**config.mk**
```make
export PLATFORM = sky130hd
export DESIGN_NAME = dma_regport
export DESIGN_NICKNAME = d
export VERILOG_FILES = /design/src/rtl/dma_rp_pkg.sv /design/src/rtl/dma_rp_strobe.sv /design/src/rtl/dma_rp_decode.sv /design/src/rtl/dma_rp_chan.sv /design/src/rtl/dma_regport.sv
export SDC_FILE = /design/constraint.sdc
export NUM_CORES = 1
export LEC_CHECK = 0
export BUFFER_PORTS_ARGS = -buffer_cell sky130_fd_sc_hd__buf_2
export CORE_MARGIN = 3
export CORE_UTILIZATION = 55
export DETAILED_ROUTE_END_ITERATION = 10
export PLACE_DENSITY = 0.88
export SLEW_MARGIN = 30
export SYNTH_ARGS = -nofsm -noshare
export SYNTH_HDL_FRONTEND = slang
export SYNTH_SLANG_ARGS = --single-unit
export TNS_END_PERCENT = 1
```
**constraint.sdc**
```tcl
create_clock -name clk -period 6.7 [get_ports clk]
set_input_delay 1.34 -clock clk [delete_from_list [all_inputs] [get_ports clk]]
set_output_delay 1.34 -clock clk [all_outputs]
set_load 0.02 [all_outputs]
```
**src/rtl/dma_rp_pkg.sv**
```systemverilog
package dma_rp_pkg;
  localparam int REG_W = 16;
  localparam int BUS_W = 8;
  localparam int ADR_W = 4;

  localparam logic [ADR_W-1:0] A_CMD   = 4'h8;
  localparam logic [ADR_W-1:0] A_SMASK = 4'hA;
  localparam logic [ADR_W-1:0] A_MODE  = 4'hB;
  localparam logic [ADR_W-1:0] A_PTR   = 4'hC;
  localparam logic [ADR_W-1:0] A_MCLR  = 4'hD;
  localparam logic [ADR_W-1:0] A_MZERO = 4'hE;
  localparam logic [ADR_W-1:0] A_AMASK = 4'hF;

  // replace one byte of a 16-bit register, hi selects the upper byte
  function automatic logic [REG_W-1:0] put_byte(input logic [REG_W-1:0] old,
                                                 input logic hi,
                                                 input logic [BUS_W-1:0] b);
    return hi ? {b, old[BUS_W-1:0]} : {old[REG_W-1:BUS_W], b};
  endfunction

  function automatic logic [BUS_W-1:0] get_byte(input logic [REG_W-1:0] v,
                                                 input logic hi);
    return hi ? v[REG_W-1:BUS_W] : v[BUS_W-1:0];
  endfunction
endpackage

```
**src/rtl/dma_rp_strobe.sv**
```systemverilog
module dma_rp_strobe
  import dma_rp_pkg::*;
(
  input  logic             clk,
  input  logic             rst_n,
  input  logic             cs_n,
  input  logic             rd_n,
  input  logic             wr_n,
  input  logic             hlda,
  input  logic [ADR_W-1:0] addr,
  input  logic [BUS_W-1:0] din,
  output logic             rd_live,
  output logic             wr_done,
  output logic             rd_done,
  output logic [ADR_W-1:0] ev_addr,
  output logic [BUS_W-1:0] ev_data
);
  logic prog_ok;
  logic wr_live;
  logic wr_arm, rd_arm;

  assign prog_ok = !cs_n && !hlda;
  assign wr_live = prog_ok && !wr_n && rd_n;
  assign rd_live = prog_ok && !rd_n && wr_n;

  always_ff @(posedge clk or negedge rst_n) begin
    if (!rst_n) begin
      wr_arm  <= 1'b0;
      rd_arm  <= 1'b0;
      ev_addr <= '0;
      ev_data <= '0;
    end else begin
      wr_arm <= wr_live;
      rd_arm <= rd_live;
      if (wr_live || rd_live) begin
        ev_addr <= addr;
        ev_data <= din;
      end
    end
  end

  // a qualified strobe completes at the first edge that sees it released
  assign wr_done = wr_arm && wr_n;
  assign rd_done = rd_arm && rd_n;
endmodule

```
**src/rtl/dma_rp_decode.sv**
```systemverilog
module dma_rp_decode
  import dma_rp_pkg::*;
#(
  parameter int NCH = 4
) (
  input  logic             wr_done,
  input  logic             rd_done,
  input  logic [ADR_W-1:0] ev_addr,
  output logic [NCH-1:0]   ch_wr,
  output logic             word_acc,
  output logic             ptr_clr,
  output logic             ptr_set,
  output logic             mclr,
  output logic             mask_zero,
  output logic             mask_one,
  output logic             mask_all,
  output logic             mode_wr,
  output logic             mode_rd,
  output logic             mrd_rewind,
  output logic             cmd_wr
);
  localparam int CHW = $clog2(NCH);

  logic word_hit;
  assign word_hit = !ev_addr[ADR_W-1];
  assign word_acc = (wr_done || rd_done) && word_hit;

  for (genvar i = 0; i < NCH; i++) begin : g_sel
    assign ch_wr[i] = wr_done && word_hit && (ev_addr[CHW:1] == CHW'(i));
  end

  assign cmd_wr     = wr_done && (ev_addr == A_CMD);
  assign mask_one   = wr_done && (ev_addr == A_SMASK);
  assign mode_wr    = wr_done && (ev_addr == A_MODE);
  assign mode_rd    = rd_done && (ev_addr == A_MODE);
  assign ptr_clr    = wr_done && (ev_addr == A_PTR);
  assign ptr_set    = rd_done && (ev_addr == A_PTR);
  assign mclr       = wr_done && (ev_addr == A_MCLR);
  assign mask_zero  = wr_done && (ev_addr == A_MZERO);
  assign mrd_rewind = rd_done && (ev_addr == A_MZERO);
  assign mask_all   = wr_done && (ev_addr == A_AMASK);
endmodule

```
**src/rtl/dma_rp_chan.sv**
```systemverilog
module dma_rp_chan
  import dma_rp_pkg::*;
(
  input  logic             clk,
  input  logic             rst_n,
  input  logic             clr,
  input  logic             we,
  input  logic             sel_cnt,
  input  logic             hi,
  input  logic [BUS_W-1:0] data,
  output logic [REG_W-1:0] base_a,
  output logic [REG_W-1:0] cur_a,
  output logic [REG_W-1:0] base_c,
  output logic [REG_W-1:0] cur_c
);
  always_ff @(posedge clk or negedge rst_n) begin
    if (!rst_n) begin
      base_a <= '0;
      cur_a  <= '0;
      base_c <= '0;
      cur_c  <= '0;
    end else if (clr) begin
      base_a <= '0;
      cur_a  <= '0;
      base_c <= '0;
      cur_c  <= '0;
    end else if (we) begin
      if (sel_cnt) begin
        base_c <= put_byte(base_c, hi, data);
        cur_c  <= put_byte(cur_c, hi, data);
      end else begin
        base_a <= put_byte(base_a, hi, data);
        cur_a  <= put_byte(cur_a, hi, data);
      end
    end
  end
endmodule

```
**src/rtl/dma_regport.sv**
```systemverilog
module dma_regport
  import dma_rp_pkg::*;
#(
  parameter int NCH = 4,
  parameter int MW  = 6
) (
  input  logic                   clk,
  input  logic                   rst_n,
  input  logic                   cs_n,
  input  logic                   rd_n,
  input  logic                   wr_n,
  input  logic                   hlda,
  input  logic [ADR_W-1:0]       addr,
  input  logic [BUS_W-1:0]       din,
  output logic [BUS_W-1:0]       dout,
  output logic                   dout_oe,
  output logic [NCH*REG_W-1:0]   base_addr_o,
  output logic [NCH*REG_W-1:0]   cur_addr_o,
  output logic [NCH*REG_W-1:0]   base_cnt_o,
  output logic [NCH*REG_W-1:0]   cur_cnt_o,
  output logic [NCH*MW-1:0]      mode_o,
  output logic [NCH-1:0]         mask_o,
  output logic [BUS_W-1:0]       cmd_o,
  output logic                   seq_clear
);
  localparam int CHW = $clog2(NCH);

  logic             rd_live, wr_done, rd_done;
  logic [ADR_W-1:0] ev_addr;
  logic [BUS_W-1:0] ev_data;
  logic [NCH-1:0]   ch_wr;
  logic word_acc, ptr_clr, ptr_set, mclr, mask_zero, mask_one, mask_all;
  logic mode_wr, mode_rd, mrd_rewind, cmd_wr;

  logic             ff;
  logic [NCH-1:0]   mask_q;
  logic [MW-1:0]    mode_q [NCH];
  logic [CHW-1:0]   mptr;
  logic [BUS_W-1:0] cmd_q;

  dma_rp_strobe u_strobe (
    .clk(clk), .rst_n(rst_n), .cs_n(cs_n), .rd_n(rd_n), .wr_n(wr_n),
    .hlda(hlda), .addr(addr), .din(din), .rd_live(rd_live),
    .wr_done(wr_done), .rd_done(rd_done), .ev_addr(ev_addr), .ev_data(ev_data)
  );

  dma_rp_decode #(.NCH(NCH)) u_dec (
    .wr_done(wr_done), .rd_done(rd_done), .ev_addr(ev_addr), .ch_wr(ch_wr),
    .word_acc(word_acc), .ptr_clr(ptr_clr), .ptr_set(ptr_set), .mclr(mclr),
    .mask_zero(mask_zero), .mask_one(mask_one), .mask_all(mask_all),
    .mode_wr(mode_wr), .mode_rd(mode_rd), .mrd_rewind(mrd_rewind),
    .cmd_wr(cmd_wr)
  );

  for (genvar i = 0; i < NCH; i++) begin : g_ch
    dma_rp_chan u_ch (
      .clk(clk), .rst_n(rst_n), .clr(mclr), .we(ch_wr[i]),
      .sel_cnt(ev_addr[0]), .hi(ff), .data(ev_data),
      .base_a(base_addr_o[i*REG_W +: REG_W]),
      .cur_a (cur_addr_o [i*REG_W +: REG_W]),
      .base_c(base_cnt_o [i*REG_W +: REG_W]),
      .cur_c (cur_cnt_o  [i*REG_W +: REG_W])
    );
    assign mode_o[i*MW +: MW] = mode_q[i];
  end

  // byte pointer: master clear wins, then the explicit commands, then toggle
  always_ff @(posedge clk or negedge rst_n) begin
    if (!rst_n)                ff <= 1'b0;
    else if (mclr || ptr_clr)  ff <= 1'b0;
    else if (ptr_set)          ff <= 1'b1;
    else if (word_acc)         ff <= ~ff;
  end

  always_ff @(posedge clk or negedge rst_n) begin
    if (!rst_n)          mask_q <= '1;
    else if (mclr)       mask_q <= '1;
    else if (mask_zero)  mask_q <= '0;
    else if (mask_all)   mask_q <= ev_data[NCH-1:0];
    else if (mask_one)   mask_q[ev_data[CHW-1:0]] <= ev_data[CHW];
  end

  always_ff @(posedge clk or negedge rst_n) begin
    if (!rst_n) begin
      for (int i = 0; i < NCH; i++) mode_q[i] <= '0;
    end else if (mclr) begin
      for (int i = 0; i < NCH; i++) mode_q[i] <= '0;
    end else if (mode_wr) begin
      mode_q[ev_data[CHW-1:0]] <= ev_data[BUS_W-1 -: MW];
    end
  end

  always_ff @(posedge clk or negedge rst_n) begin
    if (!rst_n)                  mptr <= '0;
    else if (mclr || mrd_rewind) mptr <= '0;
    else if (mode_rd)            mptr <= mptr + 1'b1;
  end

  always_ff @(posedge clk or negedge rst_n) begin
    if (!rst_n) begin
      cmd_q     <= '0;
      seq_clear <= 1'b0;
    end else begin
      seq_clear <= mclr;
      if (mclr)        cmd_q <= '0;
      else if (cmd_wr) cmd_q <= ev_data;
    end
  end

  assign mask_o = mask_q;
  assign cmd_o  = cmd_q;

  // read path follows the live address while the read strobe is qualified
  logic [CHW-1:0]   rd_ch;
  logic [REG_W-1:0] rd_word;
  assign rd_ch   = addr[CHW:1];
  assign dout_oe = rd_live;

  always_comb begin
    rd_word = addr[0] ? cur_cnt_o[rd_ch*REG_W +: REG_W]
                      : cur_addr_o[rd_ch*REG_W +: REG_W];
    dout = '0;
    if (rd_live) begin
      if (!addr[ADR_W-1]) begin
        dout = get_byte(rd_word, ff);
      end else begin
        case (addr)
          A_CMD:   dout = cmd_q;
          A_MODE:  dout = BUS_W'({mode_q[mptr], mptr});
          A_AMASK: dout = BUS_W'(mask_q);
          default: dout = '0;
        endcase
      end
    end
  end
endmodule

```
Word-level counts from Yosys, hierarchy flattened

Index checks and enable logic that the tools add are counted.

Add/sub/neg operators: 1
Order comparisons: 5
Eq/ne operators: 15
Shift operators: 2
Muxes and demuxes: 46
Bitwise logic cells: 3
Reduce and logical (&&, ||, !) cells: 62

Operator list:

| operator                                               | number |
|---|---|
| 16-bit two-way mux                                     | 20 |
| 64-bit by 7-bit indexed part select with 16-bit output | 2 |
| 24-bit two-way mux                                     | 2 |
| 3-bit AND reduction                                    | 16 |
| 4-bit == test, second input constant                   | 10 |
| 8-bit two-way mux                                      | 5 |
| 1-bit logical AND                                      | 25 |
| 24-bit bitwise mux                                     | 1 |
| 8-bit case mux with 3 select lines                     | 1 |
| 6-bit two-way mux                                      | 3 |
| 2-bit nonzero test                                     | 9 |
| 4-bit two-way mux                                      | 4 |
| 6-bit binary-select mux with 2-bit select              | 1 |
| 6-bit demux with 2-bit select                          | 1 |
| 3-bit >= comparator, second input constant             | 2 |
| 2-bit NOT with 3-bit output                            | 2 |
| 1-bit zero test                                        | 5 |
| 4-bit bitwise mux                                      | 1 |
| 2-bit == test, second input constant                   | 2 |
| 1-bit logical OR                                       | 4 |
| 1-bit two-way mux                                      | 4 |
| 2-bit two-way mux                                      | 2 |
| 2-bit != test, second input constant                   | 2 |
| 4-bit nonzero test                                     | 1 |
| 9 further kinds                                        | 9 |

Register bits: 182
Output and inout port bits: 302

Longest topological paths before layout

Depth in word-level cells: 9
Gate-level depth with buffers: 7
Gate-level depth less buffers: 5

Modules after synthesis

Synthesis repeated with hierarchy kept, for this count alone.

Cell total of the unflattened synthesis: 982
Area total of the unflattened synthesis: 10652.7 um2

By module, submodules not included:

| module        | times used | cells each | area an instance (um2) | sequential area each (um2) |
|---|---|---|---|---|
| dma_rp_chan   | 4          | 149        | 1689.1                 | 800.8 |
| dma_regport   | 1          | 328        | 3170.5                 | 1006.0 |
| dma_rp_strobe | 1          | 33         | 584.3                  | 350.3 |
| dma_rp_decode | 1          | 25         | 141.4                  | 0.0 |

Worst setup path after synthesis

Ideal clock, no wire load.

Path kind: input to output
Start point: in addr[0]
End point: out dout[2]
Arrival time: 3.254 ns
Data required time: 5.360 ns
Path slack: 2.106 ns
Stages on the path: 5
Path buffers: 2
Cells stage by stage: buf_4 > buf_6 > nor3_2 > a21oi_1 > a2111oi_0

Longest elaborated chain between the ends: 4
Elaborated cells between the ends (all ways): 8

Ends and longest elaborated chain:

| element                                                                 | line                                   | RTL |
|---|---|---|
| from (decl)                                                             | dma_regport.sv:13                      | `input logic [ADR_W-1:0] addr,` |
| 4-bit == test or 16-bit two-way mux (tied branches)                     | dma_regport.sv:127, dma_regport.sv:120 |  |
| 8-bit case mux with 3 select lines or 8-bit two-way mux (tied branches) | dma_regport.sv:127, dma_rp_pkg.sv:23   |  |
| 8-bit two-way mux *                                                     | dma_regport.sv:124                     | `if (!addr[ADR_W-1]) begin` |
| 8-bit two-way mux *                                                     | dma_regport.sv:123                     | `if (rd_live) begin` |
| to (decl)                                                               | dma_regport.sv:15                      | `output logic [BUS_W-1:0] dout,` |

Mark *: on every way between the ends. The rest lies on a longest branch, timed or not.

Worst setup path after layout

Same ends and word-level chain as after synthesis.

==> impl_metrics.env <==
export IMPL_outcome="completed"
export IMPL_crit_start="addr[0]"
export IMPL_synth_area_leaders="dfrtp_1 (46%), buf_4 (10%), mux4_2 (9.1%), nand2_1 (4.6%), o2bb2ai_1 (4.4%)"
export IMPL_p_clk_frac=0.305
export IMPL_crit_chain="buf_2, mux4_2, nor2b_1, a2111oi_0, a2111oi_1, buf_2"
export IMPL_synth_cell_area_mm2=0.00962
export IMPL_die_area_mm2=0.0191
export IMPL_grt_use_total=0.326
export IMPL_met2_length_um=15300
export IMPL_critPathBufInv=2
export IMPL_io_buffers=319
export IMPL_grt_max_degree=116
export IMPL_drv_slew=0
export IMPL_p_int_mw=2.02
export IMPL_r2r_cells=3
export IMPL_yosysTopAreaCell="dfrtp_1"
export IMPL_die_w_um=138
export IMPL_clkSinkCount=182
export IMPL_synthCells=880
export IMPL_fin_util=0.647
export IMPL_worst_slew_pin_slew_ps=1020
export IMPL_initial_core_util=0.572
export IMPL_finalHoldViolCount=0
export IMPL_path_clk_slew_ps=70
export IMPL_hold_path_class="reg2reg"
export IMPL_hold_slack_ps=534
export IMPL_timing_final_crit_share=0.752
export IMPL_avgViaCountPerCell=6.39
export IMPL_n_fill_cell=1302
export IMPL_synth_compound_area_share=0.129
export IMPL_num_rows=47
export IMPL_grt_pass1_vias=7790
export IMPL_p_switching_mw=1.13
export IMPL_synthSimpleGateAreaFrac=0.127
export IMPL_final_nets=1063
export IMPL_critPathTopFamily="buffers and inverters"
export IMPL_seqPwrFrac=0.440
export IMPL_reg2reg_from="u_strobe.ev_addr[0]$_DFFE_PN0P_"
export IMPL_cap_violations=0
export IMPL_cts_setup_buffers=0
export IMPL_yosysMostFrequentCell="dfrtp_1"
export IMPL_drive_above_1_share=0.401
export IMPL_syn2layout_area_growth_pct=13.2
export IMPL_htree_levels=4
export IMPL_seq_area_mm2=0.00456
export IMPL_crit_end="dout[2]"
export IMPL_fmax_mhz=199
export IMPL_drt_met1_wl_um=11200
export IMPL_relSlewSlack=0.316
export IMPL_cts_tree="built"
export IMPL_synthAdderAreaFrac=0
export IMPL_cp_required_ps=5360
export IMPL_swShare=0.358
export IMPL_antenna_cells=0
export IMPL_route_vias_total=8160
export IMPL_grt_pass1_wl_um=48100
export IMPL_crit_type="in2out"
export IMPL_place_gp_congestion=0.908
export IMPL_startpoint_type="input port"
export IMPL_syn_nets=898
export IMPL_period_needed_ps=5040
export IMPL_yosysSeqAreaShare=0.474
export IMPL_antenna_found_initial=0
export IMPL_powerDensity_mw_per_mm2=290
export IMPL_finClkSkew_ps=15.2
export IMPL_synthTopCellsByCount="dfrtp_1 (178), buf_4 (133), nand2_1 (119), o21ai_0 (67), o2bb2ai_1 (48)"
export IMPL_end_kind="output port"
export IMPL_synth_edf_count=0
export IMPL_grt_overflow=0
export IMPL_topRoutingLayerUsed="met4"
export IMPL_r2r_setup_slack_ps=4000
export IMPL_r2r_end="g_ch[0].u_ch.base_a[13]$_DFFE_PN0P_"
export IMPL_wl_per_cell_um=24.6
export IMPL_setup_viol=0
export IMPL_cp_data_arrival_time_ps=3700
export IMPL_drtIter0Drc=934
export IMPL_drc=0
export IMPL_p_comb_frac=0.256
export IMPL_clk_latency_ps=430
export IMPL_ys_async_sr_fraction=1.00
export IMPL_path_depth=6
export IMPL_synth_top_family_by_area="multiplexers"
export IMPL_post_cts_resized=0
export IMPL_p_leak_nw=5.64
export IMPL_cts_buffers=17
export IMPL_slowest_stage="a2111oi_1"
export IMPL_muxShareOfSynthArea=0.138
export IMPL_crit_fanout=28
export IMPL_ctsHoldBuffers=0
export IMPL_fin_setup_tns_ps=0
export IMPL_met3_length_um=3470
export IMPL_synth_warning_count=0
export IMPL_ir_worst_vdd_v=0.000194
export IMPL_dr_pass1_iters=6
export IMPL_slowest_delay_ps=830
export IMPL_synth_xor_area_frac=0.00182
export IMPL_dieHeight_um=138
export IMPL_p_total_mw=3.15
export IMPL_ys_ff_latch=182
export IMPL_rsz0062_at_grt="false"
export IMPL_synth_main_ff_cell="dfrtp_1"
export IMPL_coreArea_mm2=0.0168
export IMPL_clock_path_buffers=2
export IMPL_io_pins=320
export IMPL_ys_types=58
export IMPL_cpMostUsedCell="buf_2"
export IMPL_detail_route_antenna_nets=0
export IMPL_cts_root_buffer="clkbuf_16"
export IMPL_multiInputGateArea_mm2=0.00382
export IMPL_dp_hpwl_um=22100
export IMPL_wl_um=31400
export IMPL_syn_area_per_cell_um2=10.9
export IMPL_synth_top_area_frac=0.463
[power groups by stage]
stage	Clock (mW)	Sequential [mW]	Combinational (mW)
after detailed placement	0	1.40	0.801
after CTS	0.968	1.38	0.802
after global routing	1.02	1.40	0.860
after floorplan	0	1.40	0.567
after global placement	0	1.40	0.784
final	0.962	1.39	0.806
[cells by family (layout without fill, tap and decap cells)]
| family | after synthesis | in the layout |
|---|---|---|
| and+or+nand+nor | 239 | 239 |
| buffers and inverters | 183 | 360 |
| DFF | 182 | 182 |
| AOI/OAI and AO/OA | 195 | 195 |
| xor gates and xnor gates | 2 | 2 |
| muxes | 79 | 79 |
[layout make-up]
cell class,instances,share of cell area
clock inverters,7,0.00632
multi-input cells,515,0.351
inverters,6,0.00253
well taps,220,0.0253
clock buffers,24,0.0452
repair buffers,323,0.151
flip-flops and latches,182,0.419
[flip-flops by register name, indices dropped and copies added (netlist names), 4 cells and up]
| register | flops |
|---|---|
| cmd_o | 8 |
| g_ch.u_ch.cur_a | 24 |
| u_strobe.ev_data | 8 |
| u_strobe.ev_addr | 4 |
| mask_o | 4 |
| g_ch.u_ch.base_c | 64 |
| mode_o | 24 |
| g_ch.u_ch.base_a | 40 |
[routing by layer]
| metal | up-vias | track usage |
|---|---|---|
| met5 | - | 0 |
| met4 | 0 | 0.145 |
| met3 | 102 | 0.0660 |
| met2 | 683 | 0.542 |
| met1 | 4004 | 0.418 |
| li1 | 3371 | - |
[how the worst min path moves through the flow]
stage,depth (start not counted),start,to,slack [ps]
final,2,mask_o[2]$_DFFE_PN1P_,mask_o[2]$_DFFE_PN1P_,530
after global routing,2,mask_o[2]$_DFFE_PN1P_,mask_o[2]$_DFFE_PN1P_,560
after CTS,2,mask_o[2]$_DFFE_PN1P_,mask_o[2]$_DFFE_PN1P_,530
after detailed placement,2,mask_o[2]$_DFFE_PN1P_,mask_o[2]$_DFFE_PN1P_,510
after global placement,2,g_ch[1].u_ch.base_c[0]$_DFFE_PN0P_,g_ch[1].u_ch.base_c[0]$_DFFE_PN0P_,520
after floorplan,2,mask_o[2]$_DFFE_PN1P_,mask_o[2]$_DFFE_PN1P_,530
[worst min-delay path, stage by stage, from the launching register on]
cell and delay, ps:
dfstp_2 370, inv_1 70, a311oi_1 90
[placed cells by master (no fill, tap or decap), types with 3 or more instances in the layout]
cell type / instances
nand3_1: 15
and4b_1: 4
clkbuf_8: 4
o21ai_0: 67
buf_4: 5
clkinv_2: 3
and3b_1: 4
or3_1: 3
and2_1: 3
mux2_4: 8
dfstp_2: 4
mux2i_1: 24
clkbuf_1: 3
inv_1: 5
buf_2: 317
dfrtp_1: 178
nor2_1: 39
o21ai_2: 3
clkbuf_16: 17
nor3_1: 5
o22ai_1: 15
nor2b_1: 5
o2bb2ai_1: 48
mux4_2: 39
nand2_1: 119
nor4b_1: 3
o21ai_1: 29
a221oi_1: 4
o211ai_1: 4
a21oi_1: 13
nor4_1: 5
nand2b_1: 13
mux2_2: 8
[stage by stage]
stage | instances | cell area, um2 | setup slack (ps)
5_1_grt | 1277 | 10900 | 1550
3_5_place_dp | 1246 | 10300 | 1560
6_report | 1277 | 10900 | 1660
2_1_floorplan | 880 | 9620 | 2110
4_1_cts | 1277 | 10900 | 1550
3_3_place_gp | 1245 | 10300 | 1390
No activity file was read; power rests on OpenSTA's default activity.
